--- config.mk ---
export PLATFORM = sky130hd
export DESIGN_NAME = divsel_solver
export DESIGN_NICKNAME = d
export VERILOG_FILES = /design/src/rtl/divsel_solver.sv
export SDC_FILE = /design/constraint.sdc
export NUM_CORES = 1
export LEC_CHECK = 0
export ABC_CLOCK_PERIOD_IN_PS = 7900
export BUFFER_PORTS_ARGS = -buffer_cell sky130_fd_sc_hd__buf_2
export CAP_MARGIN = 20
export CORE_AREA = 2 2 194 196
export DETAILED_ROUTE_END_ITERATION = 6
export DIE_AREA = 0 0 196 198
export HOLD_SLACK_MARGIN = 0.15
export PLACE_DENSITY = 0.7
export SLEW_MARGIN = 10
export SYNTH_ARGS = -nofsm -noshare
export SYNTH_HDL_FRONTEND = slang
export SYNTH_SLANG_ARGS = --single-unit
--- constraint.sdc ---
create_clock -name clk -period 7.9 [get_ports clk]
set_input_delay 0.79 -clock clk [delete_from_list [all_inputs] [get_ports clk]]
set_output_delay 0.79 -clock clk [all_outputs]
set_load 0.02 [all_outputs]
--- src/rtl/divsel_solver.sv ---
module divsel_solver #(
  parameter int FW       = 32,
  parameter int NSRC     = 4,
  parameter int PRE_SRC  = 3,
  parameter int PRE_MAX  = 32,
  parameter int POST_MAX = 4
) (
  input  logic                      clk,
  input  logic                      rst_n,
  input  logic                      start,
  input  logic [FW-1:0]             target,
  input  logic [NSRC-1:0][FW-1:0]   src_freq,
  input  logic [NSRC-1:0]           src_valid,
  output logic [$clog2(NSRC)-1:0]   sel_src,
  output logic [$clog2(PRE_MAX)-1:0] pre_code,
  output logic [$clog2(POST_MAX)-1:0] post_code,
  output logic [FW-1:0]             rate_out,
  output logic                      done,
  output logic                      err
);
  localparam int IW     = $clog2(NSRC);
  localparam int PRE_W  = $clog2(PRE_MAX);
  localparam int POST_W = $clog2(POST_MAX);
  localparam int CW     = $clog2(FW);
  localparam int SW     = $clog2(3*PRE_MAX);
  localparam logic [FW-1:0] LIM_PRE  = FW'(PRE_MAX);
  localparam logic [FW-1:0] LIM_POST = FW'(POST_MAX);
  localparam logic [FW-1:0] BAND1    = FW'(PRE_MAX);
  localparam logic [FW-1:0] BAND2    = FW'(2*PRE_MAX);
  localparam logic [FW-1:0] BAND3    = FW'(3*PRE_MAX);

  typedef enum logic [2:0] {
    S_IDLE, S_LOAD, S_DIV, S_SPLIT, S_SCALE, S_EVAL, S_NEXT, S_DONE
  } st_t;

  st_t               st;
  logic [IW-1:0]     idx;
  logic [1:0]        phase;
  logic [FW-1:0]     tgt_q;
  logic [NSRC-1:0]   vld_q;
  logic [FW-1:0]     quo, rem, dvs;
  logic [CW-1:0]     cnt;
  logic [PRE_W:0]    pre_v, pre_n;
  logic [POST_W:0]   post_v, post_n;
  logic [FW-1:0]     best_rate;
  logic [IW-1:0]     best_sel;
  logic [PRE_W-1:0]  best_pre;
  logic [POST_W-1:0] best_post;
  logic              found;
  logic              busy;

  logic [FW-1:0]     cur_f, tclamp, ratio, sub, quarter;
  logic [FW:0]       shifted;
  logic              ge;
  logic [PRE_W:0]    half, third;

  assign busy    = (st != S_IDLE);
  assign cur_f   = src_freq[idx];
  assign tclamp  = (tgt_q > cur_f) ? cur_f : tgt_q;

  assign shifted = {rem, quo[FW-1]};
  assign ge      = shifted >= {1'b0, dvs};
  assign sub     = shifted[FW-1:0] - dvs;

  assign ratio   = quo + FW'(rem != '0);
  assign half    = ratio[PRE_W+1:1] + (PRE_W+1)'(ratio[0]);
  assign third   = (PRE_W+1)'(({1'b0, ratio[SW-1:0]} + (SW+1)'(2)) / (SW+1)'(3));
  assign quarter = {2'b0, ratio[FW-1:2]} + FW'(ratio[1:0] != 2'b0);

  always_comb begin
    pre_n  = (PRE_W+1)'(1);
    post_n = (POST_W+1)'(1);
    if (idx == IW'(PRE_SRC) && ratio > LIM_POST) begin
      if (ratio < BAND1) begin
        pre_n  = ratio[PRE_W:0];
      end else if (ratio < BAND2) begin
        pre_n  = half;
        post_n = (POST_W+1)'(2);
      end else if (ratio < BAND3) begin
        pre_n  = third;
        post_n = (POST_W+1)'(3);
      end else begin
        pre_n  = (quarter > LIM_PRE) ? (PRE_W+1)'(PRE_MAX) : quarter[PRE_W:0];
        post_n = (POST_W+1)'(POST_MAX);
      end
    end else begin
      post_n = (ratio > LIM_POST) ? (POST_W+1)'(POST_MAX) : ratio[POST_W:0];
    end
  end

  always_ff @(posedge clk or negedge rst_n) begin
    if (!rst_n) begin
      st        <= S_IDLE;
      idx       <= '0;
      phase     <= '0;
      tgt_q     <= '0;
      vld_q     <= '0;
      quo       <= '0;
      rem       <= '0;
      dvs       <= '0;
      cnt       <= '0;
      pre_v     <= '0;
      post_v    <= '0;
      best_rate <= '0;
      best_sel  <= '0;
      best_pre  <= '0;
      best_post <= '0;
      found     <= 1'b0;
      sel_src   <= '0;
      pre_code  <= '0;
      post_code <= '0;
      rate_out  <= '0;
      done      <= 1'b0;
      err       <= 1'b0;
    end else begin
      done <= 1'b0;
      unique case (st)
        S_IDLE: if (start) begin
          if (target == '0) begin
            sel_src   <= '0;
            pre_code  <= '0;
            post_code <= '0;
            rate_out  <= '0;
            err       <= 1'b1;
            done      <= 1'b1;
          end else begin
            tgt_q     <= target;
            vld_q     <= src_valid;
            idx       <= '0;
            best_rate <= '0;
            found     <= 1'b0;
            st        <= S_LOAD;
          end
        end
        S_LOAD: begin
          if (!vld_q[idx] || cur_f == '0) begin
            st <= S_NEXT;
          end else begin
            quo   <= cur_f;
            dvs   <= tclamp;
            rem   <= '0;
            cnt   <= '0;
            phase <= 2'd0;
            st    <= S_DIV;
          end
        end
        S_DIV: begin
          rem <= ge ? sub : shifted[FW-1:0];
          quo <= {quo[FW-2:0], ge};
          cnt <= cnt + 1'b1;
          if (cnt == CW'(FW-1))
            st <= (phase == 2'd0) ? S_SPLIT : (phase == 2'd1) ? S_SCALE : S_EVAL;
        end
        S_SPLIT: begin
          pre_v  <= pre_n;
          post_v <= post_n;
          quo    <= cur_f;
          dvs    <= FW'(pre_n);
          rem    <= '0;
          cnt    <= '0;
          phase  <= 2'd1;
          st     <= S_DIV;
        end
        S_SCALE: begin
          dvs   <= FW'(post_v);
          rem   <= '0;
          cnt   <= '0;
          phase <= 2'd2;
          st    <= S_DIV;
        end
        S_EVAL: begin
          if (quo <= tgt_q && quo > best_rate) begin
            best_rate <= quo;
            best_sel  <= idx;
            best_pre  <= PRE_W'(pre_v - 1'b1);
            best_post <= POST_W'(post_v - 1'b1);
            found     <= 1'b1;
          end
          st <= S_NEXT;
        end
        S_NEXT: begin
          if (idx == IW'(NSRC-1)) begin
            st <= S_DONE;
          end else begin
            idx <= idx + 1'b1;
            st  <= S_LOAD;
          end
        end
        S_DONE: begin
          sel_src   <= found ? best_sel  : '0;
          pre_code  <= found ? best_pre  : '0;
          post_code <= found ? best_post : '0;
          rate_out  <= found ? best_rate : '0;
          err       <= !found;
          done      <= 1'b1;
          st        <= S_IDLE;
        end
        default: st <= S_IDLE;
      endcase
    end
  end
endmodule

**Yosys cells after proc, flatten, opt, wreduce, memory -nomap -nowiden**

Cells that the tools add are included.

- $add $sub $neg: 9
- Div/mod/pow operators: 1
- $lt $le $gt $ge: 10
- Equal/unequal tests: 17
- Mux-type cells: 66
- Bitwise operators: 1
- Reductions and logical operators: 27

Operator list:

| cell | count |
|---|---|
| 2-to-1 mux 32 bit | 12 |
| one-hot mux 32 bit (3 select lines) | 3 |
| one-hot mux 32 bit (2 select lines) | 2 |
| binary-select mux 32 bit (select 2 bit) | 1 |
| greater-than comparator 32 bit | 2 |
| zero test 32 bit | 2 |
| less-than comparator 32 x 7 -> 1 bit (second input constant) | 2 |
| greater-or-equal comparator 33 x 32 -> 1 bit | 1 |
| 2-to-1 mux 3 bit | 11 |
| adder 32 x 1 -> 32 bit | 1 |
| greater-than comparator 32 x 3 -> 1 bit (second input constant) | 1 |
| <= comparator 32 bit | 1 |
| less-than comparator 32 x 6 -> 1 bit (second input constant) | 1 |
| nonzero test 32 bit | 1 |
| subtractor 32 bit | 1 |
| adder 30 x 1 -> 31 bit | 1 |
| greater-than comparator 31 x 6 -> 1 bit (second input constant) | 1 |
| 2-to-1 mux 6 bit | 5 |
| one-hot mux 3 bit (7 select lines) | 1 |
| 2-to-1 mux 5 bit | 4 |
| 2-to-1 mux 2 bit | 8 |
| one-hot mux 5 bit (3 select lines) | 1 |
| inequality test 2 bit (second input constant) | 7 |
| == test 3 bit (second input constant) | 4 |
| other kinds (31) | 57 |

- Register bits after elaboration: 237
- Input port bits: 167
- Output and inout bits: 43
- Word-level logic and storage cells: 153

**Logic depth before layout (Yosys ltp)**

- Depth in word-level cells: 11
- Mapped depth: 24
- Gate-level depth less buffers: 21

**Worst setup path after synthesis**

No wires, ideal clock.

- Kind: flip-flop to flip-flop
- Start point: register rem[7]
- End point: register pre_v[0]
- Setup time: 0.121 ns
- Arrival time: 5.305 ns
- Setup slack: 2.474 ns
- Cell stages (with the launch flop): 25
- Clock period less this slack: 5.426 ns
- Path through: dfrtp_1 > nor4_1 > nand4_1 > or2_2 > ha_1 > ha_1 > buf_2 > buf_2 > xor2_1 > ha_1 > a21bo_2 > o32a_1 > o211ai_1 > o41ai_1 > clkbuf_1 > or4_1 > nand4_1 > or2_2 > ha_1 > a21oi_1 > o31a_1 > o21ai_0 > o311ai_0 > o2111ai_1 > a22o_1

- Word-level cells in the longest chain between the ends: 10
- Elaborated cells between the ends (all ways): 18
- Classes of those cells: add/sub (4); div (1); order compare (5); mux (5); reduce/logical (3)

Ends and longest elaborated chain:

| element | RTL line | text |
|---|---|---|
| start, declared | 41 | `logic [FW-1:0] quo, rem, dvs;` |
| start signal, assigned | 148 | `rem <= ge ? sub : shifted[FW-1:0];` |
| nonzero test 32 bit * | 65 | `assign ratio = quo + FW'(rem != '0);` |
| adder 32 x 1 -> 32 bit * | 65 |  |
| parallel branches: the longest is 7 deep, another holds adder 7 x 2 -> 8 bit | -- |  |
| 2-to-1 mux 6 bit * | 73 | `if (idx == IW'(PRE_SRC) && ratio > LIM_POST) begin` |
| end signal, assigned | 155 | `pre_v <= pre_n;` |
| end, declared | 43 | `logic [PRE_W:0] pre_v, pre_n;` |

Every way passes the cells marked *.
A chain may end at the register's enable or synchronous reset.

**Worst setup path after layout**

- Start point: register rem[18]
- End point: register pre_v[0]

Same word-level chain as after synthesis.

==> flow_metrics.py <==
metrics = {
    "clocking": {
        "numCtsBuffers": 28,
        "cts_sinks": 237,
        "cts.clk_slew.worst_paths_ns": 0.06,
        "clkLatencyLatePin_ns": 0.57,
        "ctsLongestPathBuffers": 3,
        "cts_setup_buffers": 0,
        "cts_hold_buf": 0,
        "cts_root_buffer": "clkbuf_16",
        "cts_tree": "yes",
        "cts_resized": 0,
        "htreeDepth": 1,
    },
    "timing": {
        "final_max_slew_viol_count": 0,
        "maxSlewHeadroom_pct": 27.8,
        "setup_viol": 0,
        "finalHoldViolCount": 0,
        "min_period_over_period_pct": 75.6,
        "fin_worst_skew_ns": 0.0249,
        "worst_slew_pin_slew_ns": 1.08,
        "rsz0062_at_grt": "no",
        "period_needed_ns": 5.97,
        "max_freq_mhz": 167,
        "tns_ns": 0,
    },
    "floorplanning": {
        "core_um2": 37000,
        "die_w_um": 196,
        "die_y_um": 198,
        "initial_core_util_pct": 49.3,
        "row_count": 71,
        "dieArea_um2": 38800,
        "top_level_ports": 210,
    },
    "yosys": {
        "synth_seq_cells": 237,
        "yosys.area.top_type_share_pct": 32.6,
        "synth_warnings": 0,
        "ys_types": 93,
        "yosys.area.top_type": "dfrtp_1",
        "synthTopCellsByArea": "dfrtp_1 (33%), ha_1 (10%), nand2_1 (4.2%)",
        "syn_nets": 2371,
        "synth.avg_cell_area_um2": 8.85,
        "synth_edf_count": 0,
        "ys_async_sr_fraction_pct": 100,
        "synth_cells": 2057,
        "yosys_most_used_dff": "dfrtp_1",
        "synth.cell_area_um2": 18200,
        "yosysSeqAreaShare_pct": 32.6,
    },
    "power": {
        "p_int_w": 0.00525,
        "p_total_w": 0.0106,
        "combPwrFrac_pct": 63.9,
        "peakVddDrop_v": 0.000254,
        "clockPowerShare_pct": 12.7,
        "pwr_density_cell_nw_per_um2": 518,
        "p_seq_share_pct": 23.4,
        "switching_share_pct": 50.6,
        "power.switching_w": 0.00537,
        "p_leak_nw": 9.39,
    },
    "place": {
        "gp_congestion": 0.972,
        "dp_hpwl_mm": 42.1,
        "io_buffers": 209,
    },
    "critical_path": {
        "path_buf_inv": 2,
        "cpMostUsedCell": "ha_1",
        "path_cells": "nor4_1 > nand4_1 > or2_2 > ha_1 > ha_1 > xor2_1 > buf_4 > ha_1 > a21bo_2 > o32a_1 > o211ai_1 > o41ai_2 > buf_4 > or4_1 > nand4_1 > or2_2 > ha_1 > a21oi_1 > o31a_1 > o21ai_0 > o311ai_0 > o2111ai_1 > a22o_1",
        "max_stage_delay_ns": 0.54,
        "worstSetupPathType": "flop to flop",
        "required_ns": 8.33,
        "crit_fanout": 20,
        "worstPathArrival_ns": 6.41,
        "critPathLaunchType": "flop",
        "path_delay_family": "simple AND/OR/NAND/NOR gates",
        "cp-end-kind": "flop",
        "crit_slowest_cell": "ha_1",
    },
    "routing": {
        "ant_nets": 0,
        "drtIter0Drc": 1691,
        "first_pass_iters": 6,
        "wl_per_cell_um": 20.9,
        "via_per_inst": 6.23,
        "drc": 0,
        "vias": 16700,
        "routed_wl_mm": 56.2,
    },
    "run_status": {
        "status": "completed",
    },
    "final_layout": {
        "nNetsFinal": 2505,
        "diodes": 0,
        "drive_gt1_share_pct": 17.9,
        "area_delta_synth_final_pct": 12.7,
    },
    "grt": {
        "grt_pass1_vias": 16200,
        "grt_usage_pct": 28.8,
        "grt_remaining_overflow": 0,
        "grt_max_degree": 123,
        "grt_pass1_wl_mm": 89.5,
        "antenna_found_initial": 2,
    },
    "flow_run": {
        "maxCapViolCount": 0,
    },
    "min_path": {
        "min_path_type": "input pin to async pin",
    },
}
==> cell type report <==
cell class / count / area, um^2
clock buffer: 35 / 747
clock inverter: 16 / 215
fill: 3349 / 16500
inverter: 181 / 679
multi-input combinational: 1513 / 11100
sequential: 237 / 5930
tap: 474 / 593
timing repair buffer: 230 / 1210
==> registers in the layout, summed over array words and instances, names as in the netlist, 3 cells and up <==
name	count
best_pre	5
best_rate	32
cnt	5
dvs	32
post_v	3
pre_code	5
pre_v	5
quo	32
rate_out	32
rem	32
st	3
tgt_q	32
vld_q	4
==> Yosys cell counts, drive strengths merged (5+ instances only) <==
master,count
a211o,6
a211oi,15
a21o,40
a21oi,93
a22o,48
a22oi,5
a31oi,44
a32oi,9
and2,11
and3,11
and4,6
buf,25
clkbuf,101
dfrtp,237
ha,146
inv,181
mux2,46
mux2i,75
mux4,33
nand2,204
nand2b,22
nand3,78
nand4,66
nor2,110
nor2b,21
nor3,31
nor4,41
o2111ai,5
o211ai,8
o21a,21
o21ai,133
o22ai,8
o31ai,6
o41ai,7
or2,10
or3,8
or4,9
xnor2,45
xor2,19
==> placed cells by master, fill, tap and decap left out, types with 40 or more instances in the layout <==
cell     instances
dfrtp_1        236
ha_1           146
buf_2          208
mux2i_1         75
nand3_1         75
a21oi_1         92
a31oi_1         44
nand2_1        204
inv_1          179
xnor2_1         44
a22o_1          48
o21ai_0        132
mux2_2          44
nor2_1         108
nand4_1         62
a21o_1          40
==> logic make-up (layout without fill, tap and decap cells) <==
| group | count (synthesis) | after routing | synth area share (%) |
|---|---|---|---|
| DFF | 237 | 237 | 32.6 |
| xor gates and xnor gates | 64 | 64 | 3.12 |
| AOI/OAI and AO/OA | 502 | 502 | 18.3 |
| adders and majority gates | 147 | 147 | 10.1 |
| muxes | 154 | 154 | 11.1 |
| and+or+nand+nor | 646 | 646 | 18.1 |
| buffers and inverters | 307 | 462 | 6.65 |
==> per-layer routing <==
metal | up-vias | wire [um] | GRT usage (%)
li1 | 7762 | - | -
met1 | 8104 | 24900 | 41.8
met2 | 740 | 25200 | 44.6
met3 | 125 | 4240 | 3.59
met4 | 2 | 1850 | 9.68
met5 | - | 10 | 0
==> per-stage QoR <==
step / utilization (%) / worst slack, ns / cell area (um^2) / hold slack (ns) / instances
global route: 55.5 / 1.65 / 20500 / 0.393 / 2686
global placement: 52.9 / 2.15 / 19500 / 0.463 / 2635
floorplan: - / 2.47 / 18200 / 0.447 / 2057
detailed placement: 52.9 / 2.05 / 19500 / 0.467 / 2635
finish: 55.5 / 1.93 / 20500 / 0.302 / 2686
CTS: 55.5 / 2.01 / 20500 / 0.362 / 2686
==> path summary, 6_finish.rpt <==
path / end / start / slack (ns) / cells past startpoint
min: rem[28] / rst_n / 0.30 / 1
min reg2reg: found / found / 0.48 / 2
max in group asynchronous: idx[0] / rst_n / 6.23 / 2
max: pre_v[0] / rem[18] / 1.93 / 23
max reg2reg: pre_v[0] / rem[18] / 1.93 / 23
min in group clk: vld_q[1] / src_valid[1] / 0.46 / 2
==> power groups by stage <==
stage / clock [W] / combinational, W / sequential (W)
global placement: 0 / 0.00645 / 0.00245
global route: 0.00141 / 0.00754 / 0.00254
detailed placement: 0 / 0.00663 / 0.00248
finish: 0.00135 / 0.00679 / 0.00248
CTS: 0.00137 / 0.00668 / 0.00246
floorplan: 0 / 0.00509 / 0.00216
(Power assumes the default switching activity.)
